### config.mk
export PLATFORM = sky130hd
export DESIGN_NAME = seq_unlock_gate
export DESIGN_NICKNAME = d
export VERILOG_FILES = /design/src/rtl/seq_unlock_pkg.sv /design/src/rtl/seq_code_gen.sv /design/src/rtl/seq_tracker.sv /design/src/rtl/seq_ext_reg.sv /design/src/rtl/seq_unlock_gate.sv
export SDC_FILE = /design/constraint.sdc
export NUM_CORES = 1
export LEC_CHECK = 0
export ABC_AREA = 0
export BUFFER_PORTS_ARGS = -buffer_cell sky130_fd_sc_hd__buf_2
export CAP_MARGIN = 10
export CELL_PAD_IN_SITES_DETAIL_PLACEMENT = 1
export CELL_PAD_IN_SITES_GLOBAL_PLACEMENT = 1
export CORE_MARGIN = 3
export CORE_UTILIZATION = 44
export CTS_CLUSTER_DIAMETER = 60
export DETAILED_ROUTE_END_ITERATION = 6
export GPL_TIMING_DRIVEN = 0
export PLACE_DENSITY = 0.89
export RECOVER_POWER = 25
export SLEW_MARGIN = 20
export SYNTH_ARGS = -nofsm -noshare
export SYNTH_HDL_FRONTEND = slang
export SYNTH_SLANG_ARGS = --single-unit
### constraint.sdc
create_clock -name clk -period 5.07 [get_ports clk]
set_input_delay 0.507 -clock clk [delete_from_list [all_inputs] [get_ports clk]]
set_output_delay 0.507 -clock clk [all_outputs]
set_load 0.01 [all_outputs]
### src/rtl/seq_unlock_pkg.sv
package seq_unlock_pkg;
    localparam int BYTE_W     = 8;
    localparam int SEQ_LEN    = 17;
    localparam int POS_W      = $clog2(SEQ_LEN);
    localparam int CHAIN_LO   = 2;
    localparam int DECIDE_POS = 15;
    localparam int CHAIN_HI   = DECIDE_POS - 1;
    localparam int TAIL_POS   = SEQ_LEN - 1;
    localparam int EXT_W      = 5;
    localparam int SEL_W      = BYTE_W - EXT_W;

    typedef logic [BYTE_W-1:0] byte_t;
    typedef logic [POS_W-1:0]  pos_t;
    typedef logic [EXT_W-1:0]  ext_t;

    localparam byte_t START_B    = 8'hFF;
    localparam byte_t SECOND_B   = 8'h00;
    localparam byte_t CHAIN_SEED = 8'hFF;
    localparam byte_t TAIL_B     = 8'hEE;
    localparam byte_t SEQ_PORT_D = 8'hBC;
    localparam byte_t CTL_PORT_D = 8'h7F;
    localparam logic [SEL_W-1:0] EXT_SEL_D = 3'b101;

    typedef struct packed {
        logic  hit;
        byte_t data;
    } seq_wr_t;

    typedef struct packed {
        logic load;
        logic step;
    } gen_cmd_t;

    function automatic byte_t next_code(byte_t a);
        byte_t r;
        r = ((a >> 1) & 8'h77)
          | ((a ^ (a << 3)) & 8'h80)
          | (((a << 2) ^ (a << 3)) & 8'h08);
        return r;
    endfunction

    function automatic pos_t pos_at(int i);
        return pos_t'(i);
    endfunction
endpackage

### src/rtl/seq_code_gen.sv
module seq_code_gen
    import seq_unlock_pkg::*;
(
    input  logic     clk,
    input  logic     rst,
    input  gen_cmd_t cmd,
    output byte_t    code
);
    always_ff @(posedge clk) begin
        if (rst) begin
            code <= CHAIN_SEED;
        end else if (cmd.load) begin
            code <= CHAIN_SEED;
        end else if (cmd.step) begin
            code <= next_code(code);
        end
    end
endmodule

### src/rtl/seq_tracker.sv
module seq_tracker
    import seq_unlock_pkg::*;
(
    input  logic     clk,
    input  logic     rst,
    input  seq_wr_t  wr,
    input  byte_t    code,
    output gen_cmd_t cmd,
    output logic     unlocked
);
    pos_t  pos, pos_n;
    byte_t expect_b;
    logic  unl_n;

    always_comb begin
        if (pos == pos_at(0))             expect_b = START_B;
        else if (pos == pos_at(1))        expect_b = SECOND_B;
        else if (pos == pos_at(TAIL_POS)) expect_b = TAIL_B;
        else                              expect_b = code;
    end

    always_comb begin
        pos_n    = pos;
        unl_n    = unlocked;
        cmd      = '0;
        if (wr.hit) begin
            if (pos == pos_at(DECIDE_POS)) begin
                unl_n = (wr.data == code);
                pos_n = pos + pos_at(1);
            end else if (wr.data == expect_b) begin
                pos_n    = (pos == pos_at(TAIL_POS)) ? pos_at(0) : pos + pos_at(1);
                cmd.load = (pos == pos_at(1));
                cmd.step = (pos >= pos_at(CHAIN_LO)) && (pos <= pos_at(CHAIN_HI));
            end else begin
                pos_n = (wr.data == START_B) ? pos_at(1) : pos_at(0);
            end
        end
    end

    always_ff @(posedge clk) begin
        if (rst) begin
            pos      <= '0;
            unlocked <= 1'b0;
        end else begin
            pos      <= pos_n;
            unlocked <= unl_n;
        end
    end
endmodule

### src/rtl/seq_ext_reg.sv
module seq_ext_reg
    import seq_unlock_pkg::*;
(
    input  logic clk,
    input  logic rst,
    input  logic we,
    input  ext_t din,
    output ext_t q
);
    always_ff @(posedge clk) begin
        if (rst) begin
            q <= '0;
        end else if (we) begin
            q <= din;
        end
    end
endmodule

### src/rtl/seq_unlock_gate.sv
module seq_unlock_gate
    import seq_unlock_pkg::*;
#(
    parameter byte_t SEQ_PORT = SEQ_PORT_D,
    parameter byte_t CTL_PORT = CTL_PORT_D,
    parameter logic [SEL_W-1:0] EXT_SEL = EXT_SEL_D
) (
    input  logic              clk,
    input  logic              rst,
    input  logic              wr_stb,
    input  logic [BYTE_W-1:0] wr_port_hi,
    input  logic [BYTE_W-1:0] wr_data,
    output logic              unlocked,
    output logic              ext_we,
    output logic [EXT_W-1:0]  ext_reg
);
    seq_wr_t  seq_wr;
    gen_cmd_t gen_cmd;
    byte_t    gen_code;

    always_comb begin
        seq_wr.hit  = wr_stb && (wr_port_hi == SEQ_PORT);
        seq_wr.data = wr_data;
    end

    assign ext_we = wr_stb && (wr_port_hi == CTL_PORT)
                 && (wr_data[BYTE_W-1:EXT_W] == EXT_SEL) && unlocked;

    seq_code_gen gen_i (
        .clk  (clk),
        .rst  (rst),
        .cmd  (gen_cmd),
        .code (gen_code)
    );

    seq_tracker trk_i (
        .clk      (clk),
        .rst      (rst),
        .wr       (seq_wr),
        .code     (gen_code),
        .cmd      (gen_cmd),
        .unlocked (unlocked)
    );

    seq_ext_reg ext_i (
        .clk (clk),
        .rst (rst),
        .we  (ext_we),
        .din (wr_data[EXT_W-1:0]),
        .q   (ext_reg)
    );
endmodule

==> impl_results.md <==
- PD cells: 167.0 nW/um2
- Combinational share of power: 10.9%
- Period Utilization, post-route: 64.51%
- Max-slew violations: 0
- Pre-antenna DRT Iters: 4
- Pre-CTS setup slack: 1.855 ns
- IO Count: 26
- Drt via density: roughly 6.5
- Nets: 215
- Longest Clk Path Bufs: 2
- Hold Path Class: primary input to flip-flop
- PnR worst setup slack: 1.800 ns
- Syn Inst Count: 162
- Core area: 2853 um2
- CTS sink count: 19
- Post-synth top area share: between 20% and 30%
- Outcome: complete, no violations
- Hold path depth: 2
- Hold_ws: around 0.46 ns
- Root Driver: clkbuf_4
- VDD IR max: about 0.00015 V
- Avg Cell Area, Syn: 8.465 um2
- Achievable Freq: slightly above 0.3 GHz
- Setup TNS: 0 ns
- H-Tree Depth: 1
- Clk_skew: 0.003616 ns
- Worst-margin pin slew: 0.9311 ns
- P_leak: 0.5533 nW
- Area added between synthesis and finish: 13.50%
- Synth Register Bits: 19
- Max_slew headroom: 37.45%
- ANT cells: 0
- Final setup viols: 0
- GRT Overall Usage: 23.66%
- Die height: 61.83 um
- CP startpoint kind: flip-flop
- Layout cell share with drive strength beyond 1: 17.37%
- Post_cts resized: 0
- Final ANT Viol Nets: 0
- Hpwl dp: 3251 um
- Flop pwr share: 57.4%
- Library cells used by synthesis: 48
- Most area-hungry cell type in the Yosys netlist: dfxtp_1
- WL/cell: 18.64 um
- Largest net degree at the start of global routing: 12
- Post-synthesis sequential area ratio: 27.74%
- DRC Markers: 0
- Net switching power: 0.00006957 W
- Clock Latency Late Sink: 0.31 ns
- MaxCap Viol Count: 0
- Synth top area cells: dfxtp_1 (28%), mux2i_1 (8.8%), xnor2_1 (5.1%), nor2_1 (4.7%), ha_1 (4.6%)
- Most used DFF post-synth: dfxtp_1
- Die Width: 61.83 um
- CP Class: flip-flop to flip-flop
- Syn_nets: 186
- Most instantiated library cell after synthesis: dfxtp_1
- CP endpoint kind: flip-flop
- Grt total ovfl: 0
- Routability cong.: 0.8350
- Final Hold Vio Count: 0
- Num CTS Buffers: 3
- Synth warn: 0
- First-pass GRT wire length: 6575 um
- Unrepaired setup endpoints after global routing: false
- Top cells by count, synth: dfxtp_1 (19), nor2_1 (17), mux2i_1 (12), nand2_1 (12)
- Vias in the first global route: 1,448
- Clock power share: 31.7%
- TritonCTS clock tree: yes
- Die ar.: 3822 um2
- Post-synthesis async set-or-reset flop share: 0%
- Core Rows: 19
- FF-to-FF path depth: 10
- Iter 0 DRT Violations: 45
- Number of port buffers: 24
- Post-synthesis cell area: 1371 um2
- Post-layout min period: roughly 3.3 ns
- Post-synth EDFFs: 0
- Worst endpoint required time: 5.24 ns
- Initial antenna violation count: 0
- Internal power: 0.0001904 W
- Post-CTS Setup Bufs: 0
- Sw Share: 26.76%
- Starting Density: 48.07%
- CP Max Fanout: 10
- Routed wire length: 4119 um
- CTS clk-pin slew, worst paths: between 0.1 and 0.15 ns
- Hold Buf Count CTS: 0
- Worst Path Arrival: 3.45 ns
- Routed via count: 1,429
-- power groups by stage --
stage | clock [W] | combinational, W | sequential (W)
5_1_grt | 0.0000889 | 0.0000305 | 0.000149
2_1_floorplan | 0 | 0.0000122 | 0.000153
6_report | 0.0000825 | 0.0000283 | 0.000149
4_1_cts | 0.0000855 | 0.0000280 | 0.000149
3_5_place_dp | 0 | 0.0000279 | 0.000153
3_3_place_gp | 0 | 0.0000255 | 0.000153
-- cells by family after synthesis --
| group | count (synthesis) | synth area share (%) |
|---|---|---|
| buffers and inverters | 14 | 5.109 |
| XOR/XNOR | 9 | 5.748 |
| AND/OR/NAND/NOR | 77 | 33.30 |
| AO/OA/AOI/OAI | 26 | 14.78 |
| adder cells (fa/ha/maj) | 5 | 4.562 |
| flip-flops | 19 | 27.74 |
| multiplexers | 12 | 8.759 |
-- worst paths after layout --
check	start	endpoint	slack, ns
max	trk_i.pos[1]$_SDFFE_PP0P_	gen_i.code[4]$_SDFFE_PP1P_	1.80
min	rst	trk_i.pos[4]$_SDFFE_PP0P_	0.46
max reg2reg	trk_i.pos[1]$_SDFFE_PP0P_	gen_i.code[4]$_SDFFE_PP1P_	1.80
min reg2reg	ext_i.q[1]$_SDFFE_PP0P_	ext_i.q[1]$_SDFFE_PP0P_	0.52
-- per-stage QoR --
step	cells	util [%]	power (W)	instance area, um2
floorplan	162	-	0.0001648	1371
global placement	217	53.64	0.0001781	1530
detailed placement	217	53.86	0.0001805	1536
CTS	221	54.82	0.0002627	1564
global route	221	54.56	0.0002687	1556
finish	221	54.56	0.0002600	1556
-- critical path: stages, from the launching register on --
cell and delay, ns:
dfxtp_1 0.38, inv_1 0.18, ha_1 0.27, nor3b_1 0.30, clkbuf_1 0.45, nor3_1 0.12
a32o_1 0.32, a22o_1 0.23, and3_4 0.21, a21oi_1 0.54, nand2_1 0.13
-- sequential cells by signal, summed over array words and instances (netlist names) --
register and count:
gen_i.code 8, trk_i.pos 5, ext_i.q 5, trk_i.unlocked 1
-- routing by layer --
layer | GRT usage (%) | routed length, um
met5 | 0 | 0
met4 | 11.52 | 129
met3 | 3.306 | 212
met2 | 43.20 | 2052
met1 | 26.71 | 1724
-- layout by cell type (no fill, tap or decap), types with 4 or more instances in the layout --
cell	instances
nor3_1	8
mux2i_1	12
a21oi_1	4
buf_2	20
dfxtp_1	19
nor2_1	17
o21ai_0	5
and3_1	4
nand4_1	4
ha_1	5
nand2_1	12
xnor2_1	8
nand3_1	6
inv_1	4
clkbuf_1	11
-- cell type report --
class                      count  area [um2]
tap                           31       38.79
sequential                    19       380.4
fill                         363        1296
multi-input combinational    129       927.1
clock inverter                 1       5.005
timing repair buffer          24       112.6
inverter                       4       15.01
buffer                        10       55.05
clock buffer                   3       22.52
Power figures use the tool's default switching activity.
